**src/rtl/rt_pkg.sv**
```systemverilog
package rt_pkg;
  localparam int WORD_W = 16;
  localparam int ADDR_W = 5;
  localparam int SUB_W  = 5;
  localparam int CNT_W  = 5;

  typedef enum logic [1:0] {
    ST_IDLE = 2'd0,
    ST_RX   = 2'd1,
    ST_TX   = 2'd2
  } rt_state_e;

  typedef struct packed {
    logic [ADDR_W-1:0] addr;
    logic              xmit;
    logic [SUB_W-1:0]  sub;
    logic [CNT_W-1:0]  cnt;
  } rt_cmd_t;
endpackage

```
**src/rtl/rt_cmd_decode.sv**
```systemverilog
module rt_cmd_decode
  import rt_pkg::*;
#(
  parameter int ADDR_W_P = ADDR_W,
  parameter int SUB_W_P  = SUB_W,
  parameter int CNT_W_P  = CNT_W,
  localparam int WORD_W_L = ADDR_W_P + 1 + SUB_W_P + CNT_W_P
) (
  input  logic [WORD_W_L-1:0] cmd_word,
  input  logic [ADDR_W_P-1:0] rt_addr,
  output logic                hit_own,
  output logic                hit_bcast,
  output logic                is_mode,
  output logic                is_xmit,
  output logic [CNT_W_P:0]    word_total
);
  localparam logic [ADDR_W_P-1:0] BCAST_ADDR = {ADDR_W_P{1'b1}};

  logic [ADDR_W_P-1:0] f_addr;
  logic [SUB_W_P-1:0]  f_sub;
  logic [CNT_W_P-1:0]  f_cnt;

  assign f_addr  = cmd_word[WORD_W_L-1 -: ADDR_W_P];
  assign is_xmit = cmd_word[SUB_W_P + CNT_W_P];
  assign f_sub   = cmd_word[CNT_W_P +: SUB_W_P];
  assign f_cnt   = cmd_word[CNT_W_P-1:0];

  assign hit_bcast = (f_addr == BCAST_ADDR);
  assign hit_own   = (f_addr == rt_addr);
  assign is_mode   = (f_sub == '0) || (f_sub == '1);

  always_comb begin
    if (f_cnt == '0) word_total = {1'b1, {CNT_W_P{1'b0}}};
    else             word_total = {1'b0, f_cnt};
  end
endmodule

```
**src/rtl/rt_word_counter.sv**
```systemverilog
module rt_word_counter #(
  parameter int CW = 6
) (
  input  logic          clk,
  input  logic          rst_n,
  input  logic          load,
  input  logic [CW-1:0] load_val,
  input  logic          dec,
  output logic          is_last,
  output logic          is_zero
);
  logic [CW-1:0] rem_q, rem_d;

  always_comb begin
    rem_d = rem_q;
    if (load)     rem_d = load_val;
    else if (dec) rem_d = rem_q - CW'(1);
  end

  always_ff @(posedge clk or negedge rst_n) begin
    if (!rst_n)           rem_q <= '0;
    else if (load || dec) rem_q <= rem_d;
  end

  assign is_last = (rem_q == CW'(1));
  assign is_zero = (rem_q == '0);
endmodule

```
**src/rtl/rt_seq_fsm.sv**
```systemverilog
module rt_seq_fsm
  import rt_pkg::*;
(
  input  logic clk,
  input  logic rst_n,
  input  logic cmd_valid,
  input  logic hit_own,
  input  logic hit_bcast,
  input  logic is_mode,
  input  logic is_xmit,
  input  logic data_valid,
  input  logic tx_done,
  input  logic cnt_last,
  input  logic cnt_zero,
  output logic cnt_load,
  output logic cnt_dec,
  output logic status_req,
  output logic data_req,
  output logic mode_cmd,
  output logic bcast_cmd,
  output logic busy
);
  rt_state_e state_q, state_d;
  logic stat_q, stat_d, dreq_q, dreq_d, mode_q, mode_d, bc_q, bc_d;
  logic cmd_ok;

  // Broadcast transmit data transfers are not legal and are dropped.
  assign cmd_ok = (hit_own || hit_bcast) && !(hit_bcast && is_xmit && !is_mode);

  always_comb begin
    state_d  = state_q;
    stat_d   = 1'b0;
    dreq_d   = 1'b0;
    mode_d   = mode_q;
    bc_d     = bc_q;
    cnt_load = 1'b0;
    cnt_dec  = 1'b0;
    if (cmd_valid) begin
      mode_d  = cmd_ok && is_mode;
      bc_d    = cmd_ok && hit_bcast;
      state_d = ST_IDLE;
      stat_d  = cmd_ok && !hit_bcast && (is_mode || is_xmit);
      if (cmd_ok && !is_mode) begin
        state_d  = is_xmit ? ST_TX : ST_RX;
        cnt_load = 1'b1;
      end
    end else begin
      unique case (state_q)
        ST_RX: if (data_valid) begin
          if (cnt_last) begin
            stat_d  = !bc_q;
            state_d = ST_IDLE;
          end else begin
            cnt_dec = 1'b1;
          end
        end
        ST_TX: if (tx_done) begin
          if (cnt_zero) begin
            state_d = ST_IDLE;
          end else begin
            dreq_d  = 1'b1;
            cnt_dec = 1'b1;
          end
        end
        default: ;
      endcase
    end
  end

  always_ff @(posedge clk or negedge rst_n) begin
    if (!rst_n) begin
      state_q <= ST_IDLE;
      stat_q  <= 1'b0;
      dreq_q  <= 1'b0;
      mode_q  <= 1'b0;
      bc_q    <= 1'b0;
    end else begin
      state_q <= state_d;
      stat_q  <= stat_d;
      dreq_q  <= dreq_d;
      if (cmd_valid) begin
        mode_q <= mode_d;
        bc_q   <= bc_d;
      end
    end
  end

  assign status_req = stat_q;
  assign data_req   = dreq_q;
  assign mode_cmd   = mode_q;
  assign bcast_cmd  = bc_q;
  assign busy       = (state_q != ST_IDLE);
endmodule

```
**src/rtl/rt_responder.sv**
```systemverilog
module rt_responder
  import rt_pkg::*;
#(
  parameter int ADDR_W_P = ADDR_W,
  parameter int SUB_W_P  = SUB_W,
  parameter int CNT_W_P  = CNT_W,
  localparam int WORD_W_L = ADDR_W_P + 1 + SUB_W_P + CNT_W_P
) (
  input  logic                clk,
  input  logic                rst_n,
  input  logic [ADDR_W_P-1:0] rt_addr,
  input  logic [WORD_W_L-1:0] cmd_word,
  input  logic                cmd_valid,
  input  logic                data_valid,
  input  logic                tx_done,
  output logic                status_req,
  output logic                data_req,
  output logic                mode_cmd,
  output logic                bcast_cmd,
  output logic                busy
);
  logic [1:0] rst_sync_q;
  logic       rst_int_n;

  // Assert asynchronously, release on the clock.
  always_ff @(posedge clk or negedge rst_n) begin
    if (!rst_n) rst_sync_q <= 2'b00;
    else        rst_sync_q <= {rst_sync_q[0], 1'b1};
  end
  assign rst_int_n = rst_sync_q[1];

  logic hit_own, hit_bcast, is_mode, is_xmit;
  logic [CNT_W_P:0] word_total;
  logic cnt_load, cnt_dec, cnt_last, cnt_zero;

  rt_cmd_decode #(
    .ADDR_W_P(ADDR_W_P), .SUB_W_P(SUB_W_P), .CNT_W_P(CNT_W_P)
  ) u_dec (
    .cmd_word  (cmd_word),
    .rt_addr   (rt_addr),
    .hit_own   (hit_own),
    .hit_bcast (hit_bcast),
    .is_mode   (is_mode),
    .is_xmit   (is_xmit),
    .word_total(word_total)
  );

  rt_word_counter #(.CW(CNT_W_P + 1)) u_cnt (
    .clk     (clk),
    .rst_n   (rst_int_n),
    .load    (cnt_load),
    .load_val(word_total),
    .dec     (cnt_dec),
    .is_last (cnt_last),
    .is_zero (cnt_zero)
  );

  rt_seq_fsm u_fsm (
    .clk       (clk),
    .rst_n     (rst_int_n),
    .cmd_valid (cmd_valid),
    .hit_own   (hit_own),
    .hit_bcast (hit_bcast),
    .is_mode   (is_mode),
    .is_xmit   (is_xmit),
    .data_valid(data_valid),
    .tx_done   (tx_done),
    .cnt_last  (cnt_last),
    .cnt_zero  (cnt_zero),
    .cnt_load  (cnt_load),
    .cnt_dec   (cnt_dec),
    .status_req(status_req),
    .data_req  (data_req),
    .mode_cmd  (mode_cmd),
    .bcast_cmd (bcast_cmd),
    .busy      (busy)
  );
endmodule

```
**config.mk**
```make
export PLATFORM = sky130hd
export DESIGN_NAME = rt_responder
export DESIGN_NICKNAME = d
export VERILOG_FILES = /design/src/rtl/rt_pkg.sv /design/src/rtl/rt_cmd_decode.sv /design/src/rtl/rt_word_counter.sv /design/src/rtl/rt_seq_fsm.sv /design/src/rtl/rt_responder.sv
export SDC_FILE = /design/constraint.sdc
export NUM_CORES = 1
export LEC_CHECK = 0
export ABC_AREA = 1
export BUFFER_PORTS_ARGS = -buffer_cell sky130_fd_sc_hd__buf_2
export CORE_AREA = 8 8 56 58
export DETAILED_ROUTE_END_ITERATION = 12
export DIE_AREA = 0 0 64 66
export GPL_TIMING_DRIVEN = 0
export PLACE_DENSITY = 0.73
export SYNTH_ARGS = -nofsm -noshare
export SYNTH_HDL_FRONTEND = slang
export SYNTH_HIERARCHICAL = 1
export SYNTH_SLANG_ARGS = --single-unit
```
**constraint.sdc**
```tcl
create_clock -name clk -period 0.8 [get_ports clk]
set_input_delay 0.08 -clock clk [delete_from_list [all_inputs] [get_ports clk]]
set_output_delay 0.08 -clock clk [all_outputs]
set_load 0.02 [all_outputs]
```
==> flow_metrics.tcl <==
set metrics [dict create \
    die_w_um 64 \
    startpoint "u_cnt/rem_q[0]" \
    clk_path_buf_depth 2 \
    rrSetupSlack_ps -1000 \
    gp_congestion 0.7968 \
    vias_per_cell 4.753 \
    htreeDepth 1 \
    numCtsBuffers 3 \
    violations "setup timing" \
    finClkSkew_ps 2.738 \
    report.final.hold_viol_count 0 \
    ys.flop_type "dfrtp_1" \
    multiInputGateArea_um2 579.3 \
    power.density_nw_per_um2 1691 \
    grt_start_max_net_pins 13 \
    cts_sinks 14 \
    overflow 0 \
    rr_endpoint "u_cnt/rem_q[5]" \
    postSynthRegisterBits 14 \
    ys_types 27 \
    slew_violations 0 \
    finalWirelength_mm 2.476 \
    port_buffers 29 \
    die_height_um 66 \
    setup_ws_ps -1003 \
    synth_cells 144 \
    place_area_um2 1191 \
    rows 18 \
    synth_most_common_cell "nand2_1" \
    start_util_pct 42.77 \
    holdWs_ps 22.03 \
    fin_area_um2 1393 \
    layoutNonFillerInstCount 219 \
    syn_area_per_cell_um2 6.890 \
    synth.top_cells.by_count "42 x nand2_1, 21 x inv_1, 16 x nor2_1" \
    worstSetupStartpointType "flop" \
    drc 0 \
    clock.fmax_mhz 554.6 \
    synth_top_area_share_pct 35.31 \
    io_pins 31 \
    synth.top_cells.by_area "dfrtp_1 35%, nand2_1 16%, inv_1 7.9%, ha_1 6.3%, nor2_1 6.1%" \
    drt_iter0_drc 36 \
    ff2ff_path_depth 11 \
    diodes 0 \
    cp-end-kind "flop" \
    num_vias 1041 \
    post-route-period-util_pct 225.4 \
    hold_start "cmd_valid" \
    dieArea_um2 4224 \
    power.ir.vdd_worst_mv 1.053 \
    clk_pin_slew_ps 80 \
    yosys.area.top_type "dfrtp_1" \
    fill_cells 214 \
    hp-class "in -> reg" \
    whs_endpoint "u_fsm/data_req" \
    r2r_start "u_cnt/rem_q[0]" \
    final_nets 221 \
    async_flop_share_pct 100.0 \
    drt_pass1_iterations 4 \
    fin_crit_ps 1803 \
    area_delta_synth_final_pct 40.35 \
    setup_viol 15 \
    antenna_found_initial 0 \
    worstPathRequired_ps 980 \
    outcome "finished, violations left" \
    hpwl_mm 1.840 \
    path_class "reg -> reg" \
    grt.total_usage_pct 11.77 \
    tritoncts "built" \
    p_leak_nw 0.7150 \
    grt_pass1_wl_mm 4.071 \
    drv_cap 0 \
    clkLatencyLatePin_ps 280 \
    syn_nets 175 \
    path_max_fanout 4 \
    grt_setup_unrepaired "yes" \
    place_inst 203 \
    ys_warn_count 6 \
    hold_depth 2 \
    core_um2 2320 \
    cts_root_buf "clkbuf_4" \
    critPathArrivalTime_ps 1980 \
    synth_seq_area_share_pct 35.31 \
    regArea_um2 350.3 \
    avgRoutedWirePerCell_um 11.31 \
    drive_gt1_share_pct 34.39 \
    power_mw 2.355 \
    syn-cell-area_um2 992.2 \
    final_antenna_net_count 0 \
    grt_pass1_vias 1034 \
    synth_edf_count 0 \
]
==> layer usage <==
metal  global-route usage (%)  routed length (um)  vias up
li1                         -                   -      534
met1                    11.37                 954      463
met2                    21.96                1302       35
met3                    4.407                 166        9
met4                    5.014                  53        0
met5                        0                   0        -
==> cells by family (layout without fill, tap and decap cells) <==
logic type / count (synthesis) / in the layout / synth area share [%]
other: 1 / 1 / 0.3779
adders and majority gates: 5 / 5 / 6.305
AOI/OAI and AO/OA: 12 / 12 / 8.700
DFF: 14 / 14 / 35.31
and+or+nand+nor: 80 / 80 / 34.93
xor gates and xnor gates: 3 / 3 / 2.649
buffers and inverters: 29 / 74 / 11.73
==> area by class of cell <==
class | instances | share of cell area (%)
Buffer | 7 | 2.426
Clock buffer | 4 | 2.606
Inverter | 22 | 5.930
Multi-Input combinational cell | 101 | 41.60
Sequential cell | 14 | 25.16
Tap cell | 30 | 2.695
Timing Repair Buffer | 41 | 19.59
==> cells in the final DEF, fill, tap and decap left out, types with 2 or more instances in the layout <==
| cell type | synthesis | routed |
|---|---|---|
| o211ai_1 | 2 | 2 |
| nand2_1 | 42 | 41 |
| ha_4 | 0 | 2 |
| nand4_1 | 3 | 3 |
| nor2_2 | 0 | 2 |
| buf_2 | 0 | 24 |
| clkbuf_1 | 5 | 5 |
| inv_2 | 1 | 8 |
| or2_0 | 2 | 2 |
| xnor2_1 | 3 | 3 |
| and2_1 | 2 | 2 |
| ha_1 | 5 | 2 |
| nand3_1 | 10 | 10 |
| inv_1 | 21 | 14 |
| dfrtp_1 | 14 | 14 |
| buf_6 | 0 | 6 |
| buf_4 | 2 | 12 |
| clkbuf_4 | 0 | 3 |
| nor2_1 | 16 | 14 |
| a22oi_1 | 2 | 2 |
==> timing repair <==
| action | in CTS | in global routing |
|---|---|---|
| hold endpoints to repair | 2 | 0 |
| gates resized for setup | 21 | 4 |
| setup buffers | 7 | 4 |
| hold buffers | 1 | 0 |
| endpoints found under the setup margin | 15 | 15 |
| pin swaps | 5 | 8 |
==> through the flow <==
stage          utilization [%]  setup TNS [ps]  setup WS [ps]
2_1_floorplan                -           -7261         -899.8
3_3_place_gp             51.35           -9219          -1077
3_5_place_dp             51.35           -9804          -1154
4_1_cts                  58.25           -8968          -1040
5_1_grt                  60.03          -10360          -1103
6_report                 60.03           -9040          -1003
==> registers in the layout (all words and copies together), names as in the netlist <==
name	cells
rst_sync_q	2
u_cnt/rem_q	6
u_fsm/bcast_cmd	1
u_fsm/data_req	1
u_fsm/mode_cmd	1
u_fsm/state_q	2
u_fsm/status_req	1
==> worst max-delay path by stage <==
stage,to,cells past startpoint,slack (ps)
floorplan,u_cnt/rem_q[5],11,-900
global placement,u_cnt/rem_q[0],10,-1080
detailed placement,u_cnt/rem_q[0],10,-1150
CTS,u_cnt/rem_q[5],11,-1040
global route,u_cnt/rem_q[5],11,-1100
finish,u_cnt/rem_q[5],11,-1000
==> worst max-delay path: stages (launching register included) <==
cell and delay, ps:
dfrtp_1 380, inv_2 60, ha_4 160, inv_2 50, or2_4 110, nor3_2 40
nand3b_1 220, a21oi_4 220, inv_2 70, or2_0 200, o21bai_1 120, nand2_1 70
==> power breakdown <==
group,switching (mW),internal (mW)
Combinational,0.470,0.466
Sequential,0.108,0.803
Clock,0.231,0.277
Total,0.809,1.55
(Power assumes the default switching activity.)
